==> src/rtl/mdly_pkg.sv <==
// Package mdly_pkg
// Shared types and constant functions for the matched-delay acknowledge
// wrapper. Assumes all arithmetic fits in 32-bit unsigned integers.
package mdly_pkg;

    // Sequencer states of the four-phase exchange
    typedef enum logic [1:0] {
        HS_IDLE    = 2'd0,
        HS_COUNT   = 2'd1,
        HS_ACKHIGH = 2'd2
    } hs_state_e;

    // Ticks for one path: ceil(path * num / (unit * den)), never below one
    function automatic int unsigned path_ticks(
        input int unsigned path_ps,
        input int unsigned unit_ps,
        input int unsigned num,
        input int unsigned den
    );
        int unsigned q;
        q = (path_ps * num + unit_ps * den - 1) / (unit_ps * den);
        return (q == 0) ? 1 : q;
    endfunction

endpackage

==> src/rtl/mdly_delay_table.sv <==
// Module mdly_delay_table
// Turns the per-operation settling-path table (picoseconds, packed fields)
// into tick counts with margin applied, and looks one up by operation code.
// Assumes NUM_OPS <= 2**OP_W; codes beyond NUM_OPS reuse the last entry.
module mdly_delay_table #(
    parameter int unsigned NUM_OPS    = 8,
    parameter int unsigned OP_W       = 3,
    parameter int unsigned PS_W       = 16,
    parameter int unsigned UNIT_PS    = 100,
    parameter int unsigned MARGIN_NUM = 3,
    parameter int unsigned MARGIN_DEN = 2,
    parameter int unsigned CNT_W      = 7,
    parameter logic [NUM_OPS*PS_W-1:0] CRIT_PS_TABLE = '0
) (
    input  logic [OP_W-1:0]  op_i,
    output logic [CNT_W-1:0] ticks_o
);
    localparam int unsigned OP_SPAN = 1 << OP_W;

    logic [CNT_W-1:0] tbl [OP_SPAN];

    // One constant entry per code; unused codes alias the last real entry
    for (genvar g = 0; g < OP_SPAN; g++) begin : g_entry
        localparam int unsigned SRC = (g < NUM_OPS) ? g : NUM_OPS - 1;
        localparam int unsigned TK  = mdly_pkg::path_ticks(
            int'(CRIT_PS_TABLE[SRC*PS_W +: PS_W]), UNIT_PS, MARGIN_NUM, MARGIN_DEN);
        assign tbl[g] = CNT_W'(TK);
    end

    // Select the entry for the presented code
    always_comb begin
        ticks_o = tbl[op_i];
    end

endmodule

==> src/rtl/mdly_down_counter.sv <==
// Module mdly_down_counter
// Loadable down-counter standing in for a chain of unit delay elements.
// Assumes a loaded value of at least one. expire_o is high during the
// last tick of a run; the counter stops by itself after that tick.
module mdly_down_counter #(
    parameter int unsigned CNT_W = 7
) (
    input  logic             clk,
    input  logic             rst_n,
    input  logic             load_i,
    input  logic [CNT_W-1:0] load_val_i,
    output logic             running_o,
    output logic             expire_o
);
    logic [CNT_W-1:0] cnt_q;
    logic             run_q;

    // Load, count down and stop at the end of the run
    always_ff @(posedge clk) begin
        if (!rst_n) begin
            cnt_q <= '0;
            run_q <= 1'b0;
        end else if (load_i) begin
            cnt_q <= load_val_i;
            run_q <= 1'b1;
        end else if (run_q) begin
            if (cnt_q == CNT_W'(1)) begin
                cnt_q <= '0;
                run_q <= 1'b0;
            end else begin
                cnt_q <= cnt_q - CNT_W'(1);
            end
        end
    end

    // Flag the final tick of a run
    always_comb begin
        running_o = run_q;
        expire_o  = run_q && (cnt_q == CNT_W'(1));
    end

endmodule

==> src/rtl/mdly_hs_seq.sv <==
// Module mdly_hs_seq
// Four-phase sequencer: accepts a request only while acknowledge is low,
// waits for the countdown to expire, raises acknowledge, and drops it once
// the request has been seen low. The request level is ignored during the
// countdown.
module mdly_hs_seq (
    input  logic clk,
    input  logic rst_n,
    input  logic req_i,
    input  logic expire_i,
    output logic load_o,
    output logic ack_o
);
    import mdly_pkg::*;

    hs_state_e state_q, state_d;
    logic      ack_q,   ack_d;

    // Next state and acknowledge level
    always_comb begin
        state_d = state_q;
        ack_d   = ack_q;
        load_o  = 1'b0;
        unique case (state_q)
            HS_IDLE: begin
                if (req_i && !ack_q) begin
                    load_o  = 1'b1;
                    state_d = HS_COUNT;
                end
            end
            HS_COUNT: begin
                if (expire_i) begin
                    ack_d   = 1'b1;
                    state_d = HS_ACKHIGH;
                end
            end
            HS_ACKHIGH: begin
                if (!req_i) begin
                    ack_d   = 1'b0;
                    state_d = HS_IDLE;
                end
            end
            default: begin
                ack_d   = 1'b0;
                state_d = HS_IDLE;
            end
        endcase
    end

    // State and acknowledge registers
    always_ff @(posedge clk) begin
        if (!rst_n) begin
            state_q <= HS_IDLE;
            ack_q   <= 1'b0;
        end else begin
            state_q <= state_d;
            ack_q   <= ack_d;
        end
    end

    // Drive the acknowledge output from its register
    always_comb begin
        ack_o = ack_q;
    end

endmodule

==> src/rtl/mdly_ack_wrapper.sv <==
// Module mdly_ack_wrapper
// Top of the matched-delay completion wrapper. It derives the counter width
// from the largest margined delay in the table, then ties together the
// delay lookup, the unit-delay counter and the handshake sequencer.
// Assumes req_i is already synchronous to clk.
module mdly_ack_wrapper #(
    parameter int unsigned NUM_OPS    = 8,
    parameter int unsigned OP_W       = 3,
    parameter int unsigned PS_W       = 16,
    parameter int unsigned UNIT_PS    = 100,
    parameter int unsigned MARGIN_NUM = 3,
    parameter int unsigned MARGIN_DEN = 2,
    parameter logic [NUM_OPS*PS_W-1:0] CRIT_PS_TABLE = {
        16'd7300, 16'd4100, 16'd600, 16'd450,
        16'd400,  16'd400,  16'd1300, 16'd1200}
) (
    input  logic            clk,
    input  logic            rst_n,
    input  logic            req_i,
    input  logic [OP_W-1:0] op_i,
    output logic            ack_o
);
    // Largest margined delay over the whole table
    function automatic int unsigned max_ticks();
        int unsigned m;
        int unsigned t;
        m = 1;
        for (int i = 0; i < NUM_OPS; i++) begin
            t = mdly_pkg::path_ticks(int'(CRIT_PS_TABLE[i*PS_W +: PS_W]),
                                     UNIT_PS, MARGIN_NUM, MARGIN_DEN);
            if (t > m) m = t;
        end
        return m;
    endfunction

    localparam int unsigned MAX_TICKS = max_ticks();
    localparam int unsigned CNT_W     = $clog2(MAX_TICKS + 1);

    logic [CNT_W-1:0] sel_ticks;
    logic             cnt_load;
    logic             cnt_expire;
    logic             cnt_running;

    mdly_delay_table #(
        .NUM_OPS(NUM_OPS), .OP_W(OP_W), .PS_W(PS_W), .UNIT_PS(UNIT_PS),
        .MARGIN_NUM(MARGIN_NUM), .MARGIN_DEN(MARGIN_DEN), .CNT_W(CNT_W),
        .CRIT_PS_TABLE(CRIT_PS_TABLE)
    ) u_table (
        .op_i   (op_i),
        .ticks_o(sel_ticks)
    );

    mdly_down_counter #(
        .CNT_W(CNT_W)
    ) u_counter (
        .clk       (clk),
        .rst_n     (rst_n),
        .load_i    (cnt_load),
        .load_val_i(sel_ticks),
        .running_o (cnt_running),
        .expire_o  (cnt_expire)
    );

    mdly_hs_seq u_seq (
        .clk     (clk),
        .rst_n   (rst_n),
        .req_i   (req_i),
        .expire_i(cnt_expire),
        .load_o  (cnt_load),
        .ack_o   (ack_o)
    );

endmodule

==> config.mk <==
export PLATFORM = sky130hd
export DESIGN_NAME = mdly_ack_wrapper
export DESIGN_NICKNAME = d
export VERILOG_FILES = /design/src/rtl/mdly_pkg.sv /design/src/rtl/mdly_delay_table.sv /design/src/rtl/mdly_down_counter.sv /design/src/rtl/mdly_hs_seq.sv /design/src/rtl/mdly_ack_wrapper.sv
export SDC_FILE = /design/constraint.sdc
export NUM_CORES = 1
export LEC_CHECK = 0
export ABC_AREA = 1
export ABC_CLOCK_PERIOD_IN_PS = 1710
export CORE_ASPECT_RATIO = 1.2
export CORE_UTILIZATION = 28
export CTS_BUF_LIST = sky130_fd_sc_hd__clkbuf_8
export DETAILED_ROUTE_END_ITERATION = 12
export PLACE_DENSITY_LB_ADDON = 0.15
export REMOVE_ABC_BUFFERS = 1
export SYNTH_ARGS = -nofsm -noshare
export SYNTH_HDL_FRONTEND = slang
export SYNTH_SLANG_ARGS = --single-unit
==> constraint.sdc <==
create_clock -name clk -period 1.71 [get_ports clk]
set_clock_uncertainty 0.1 [all_clocks]
set_input_delay 0.2565 -clock clk [delete_from_list [all_inputs] [get_ports clk]]
set_output_delay 0.2565 -clock clk [all_outputs]
set_load 0.01 [all_outputs]
==> qor.csv <==
stage;metric;value;unit
route;number of remaining DRC errors;0;
logic_synthesis;Avg Cell Area, Syn;6.39;sq um
setup_path;Critical Path AT;1.14;ns
layout;Non-Filler Instances;155;
timing;Least-Margin Pin Slew;0.218;ns
clock_network;post_cts resized;0;
grt;largest net degree at the start of global routing;8;
timing;RSZ-0062 raised after global routing;no;
logic_synthesis;Synth async-reset ratio;0;%
timing;part of the cycle the worst path needs;87.6;%
setup_path;WP buf/inv;1;
power;Final Power;0.000837;W
power;sequential power share;37.5;%
timing;Final Hold Violating Endpoints;0;
clock_network;CTS root buffer;clkbuf_8;
power;maximum vdd ir drop;0.444;mV
setup_path;Worst path max stage delay;0.55;ns
layout;antenna cells;0;
floorplanning;die area;2720;sq um
layout;nets@finish;133;
floorplanning;IO Pins;7;
logic_synthesis;commonest cells in the netlist;nand2_1, inv_1, nor2_1, dfxtp_1, nand3_1;
logic_synthesis;most frequent cell after synthesis;nand2_1;
route;post-route ant nets;0;
layout;fraction of layout cells with a size suffix above 1;15.3;%
logic_synthesis;unique cell type count in the Yosys netlist;22;
timing;Final min period;1.50;ns
power;P_sw;0.000285;W
route;routed vias/inst;4.54;
timing;fin. max-slew vios;0;
clock_network;post-cts hold buffer count;0;
route;wire length per cell;10.4;um
logic_synthesis;Synth top area share;31.3;%
floorplanning;Die Ht;56.9;um
logic_synthesis;mapped cell area;703;sq um
layout;Area Overhead vs Synth;24.2;%
place;DP Cell Count;151;
place;gp weighted congestion;0.795;
grt;All-Layer GR Usage;14.2;%
setup_path;crit path max fanout;3;
floorplanning;Initial Util;30.2;%
clock_network;Reg clk slew, reported paths;0.05;ns
logic_synthesis;synth top area cells;dfxtp_1, nand2_1, inv_1;
setup_path;Worst Path Class, Setup;reg -> out;
floorplanning;Core ar.;2330;sq um
outcome;outcome;complete, no violations;
power;Clock Power Share;30.9;%
power;sw frac;34.0;%
setup_path;Worst setup SP type;flop;
logic_synthesis;Synth Instances;110;
logic_synthesis;Yosys reg bits;11;
setup_path;Critical Path End Type;output pin;
power;LEAKAGE;0.415;nW
clock_network;htree depth;1;
power;Power Internal;0.000553;W
grt;initial antenna violation count;0;
clock_network;Max clock buf depth;2;
timing;Finish-stage setup viols;0;
flow_run;number of max-cap violations;0;
place;post-DP HPWL;1.35;mm
power;Comb power frac;31.6;%
layout;area taken by multi-input logic gates;395;sq um
setup_path;Worst path top cell family by delay;buffers and inverters;
clock_network;CTS tree;built;
place;IO buf count;6;
floorplanning;die width;47.7;um
timing;Sum Neg Setup Slack;0;ns
logic_synthesis;Seq/Total Area, Yosys;31.3;%
layout;register area;220;sq um
logic_synthesis;Post-synth EDFFs;0;
route;DR pass1 iterations;2;
logic_synthesis;Top FF cell, synth;dfxtp_1;
logic_synthesis;Syn. warnings;0;
layout;# fillers;280;
grt;vias in the first global route;662;
timing;slew margin rel.;85.4;%
logic_synthesis;Synth area leader;dfxtp_1;
clock_network;cts bufs inserted;3;
setup_path;slowest CP cell;clkdlybuf4s50_1;
clock_network;Clock Latency Late Sink;0.24;ns
power;pwr/cell area;959;nW/um^2
grt;first-pass GRT wire length;2.73;mm
setup_path;Crit path required time;1.35;ns
floorplanning;# rows;19;
grt;remaining global-route overflow;0;
min_path;Worst Hold Class;reg -> reg;
route;total wire length;1.62;mm
timing;maximum clock frequency;0.667;GHz
clock_network;Setup Buffers After CTS;0;
route;via count;703;
place;Placed Instance Area;828;sq um
clock_network;Sink Count;11;
setup_path;worst path cell trace;clkdlybuf4s50_1;
route;Iter 0 DRT Violations;2;
layout;post-route cell area;873;sq um
## metrics by stage
stage	worst slack [ns]	hold slack, ns	util [%]
finish	0.212	0.390	37.5
global route	0.152	0.422	37.5
CTS	0.198	0.396	37.5
detailed placement	0.0304	0.388	35.6
global placement	0.0510	0.384	35.6
floorplan	0.419	0.295	-
## cell families (layout without fill, tap and decap cells)
family / count (synthesis) / count (layout) / synth area share [%]
AO/OA/AOI/OAI: 23 / 23 / 18.1
XOR/XNOR: 2 / 2 / 2.49
adder cells (fa/ha/maj): 2 / 2 / 3.56
buffers and inverters: 21 / 35 / 12.5
flip-flops: 11 / 11 / 31.3
AND/OR/NAND/NOR: 51 / 51 / 32.0
## cell type report
type                    count  share of cell area (%)
multi-input cells          78                    45.3
flip-flops and latches     11                    25.2
repair buffers             11                    11.2
inverters                  20                    8.74
clock buffers               3                    4.73
well taps                  31                    4.44
clock inverters             1                   0.430
## power groups by stage
stage	Sequential, W	Clock, W	Combinational (W)
floorplan	0.000312	0	0.000193
global placement	0.000319	0	0.000267
detailed placement	0.000319	0	0.000266
CTS	0.000314	0.000270	0.000267
global route	0.000318	0.000286	0.000301
finish	0.000314	0.000259	0.000265
## layout by cell type (no fill, tap or decap), types with 2 or more instances in the layout
cell type and count:
nand2_1 20, inv_1 17, nor2_1 13, dfxtp_1 11, nand3_1 10, o21ai_0 8, a21oi_1 7, clkdlybuf4s50_1 6
buf_4 5, inv_2 3, nand2_2 3, o21ai_1 3, clkbuf_8 3, nor2_2 2, a211oi_1 2, nor3_1 2
ha_1 2
## final timing paths
| check | slack (ns) | start | depth (start not counted) | to |
|---|---|---|---|---|
| max | 0.21 | u_seq.ack_o$_SDFFE_PN0P_ | 1 | ack_o |
| min | 0.39 | u_seq.ack_o$_SDFFE_PN0P_ | 2 | u_seq.ack_o$_SDFFE_PN0P_ |
| max reg2reg | 0.27 | u_counter.cnt_q[1]$_SDFFE_PN0P_ | 9 | u_counter.cnt_q[2]$_SDFFE_PN0P_ |
| min reg2reg | 0.39 | u_seq.ack_o$_SDFFE_PN0P_ | 2 | u_seq.ack_o$_SDFFE_PN0P_ |
## state kept, by name, summed over array words and instances (netlist names)
register and flops:
u_counter.running_o 1, u_counter.cnt_q 7, u_seq.state_q 2, u_seq.ack_o 1
## routing by layer
layer	share of wire (%)	vias to the layer above	wire [um]	track usage (%)
li1	-	382	-	-
met1	46	309	736	17.0
met2	51	8	821	22.8
met3	2.1	4	34	2.89
met4	1.5	0	25	7.14
met5	0	-	0	0
## worst reg2reg max path, cell delays in order (launching register included)
cell and delay, ns:
dfxtp_1 0.32, inv_1 0.07, ha_1 0.13, inv_1 0.04
nor2_1 0.16, nand2_2 0.11, nand2_2 0.11, nor2_1 0.05
nor3_1 0.17, nor2_1 0.07
(Power assumes the default switching activity.)
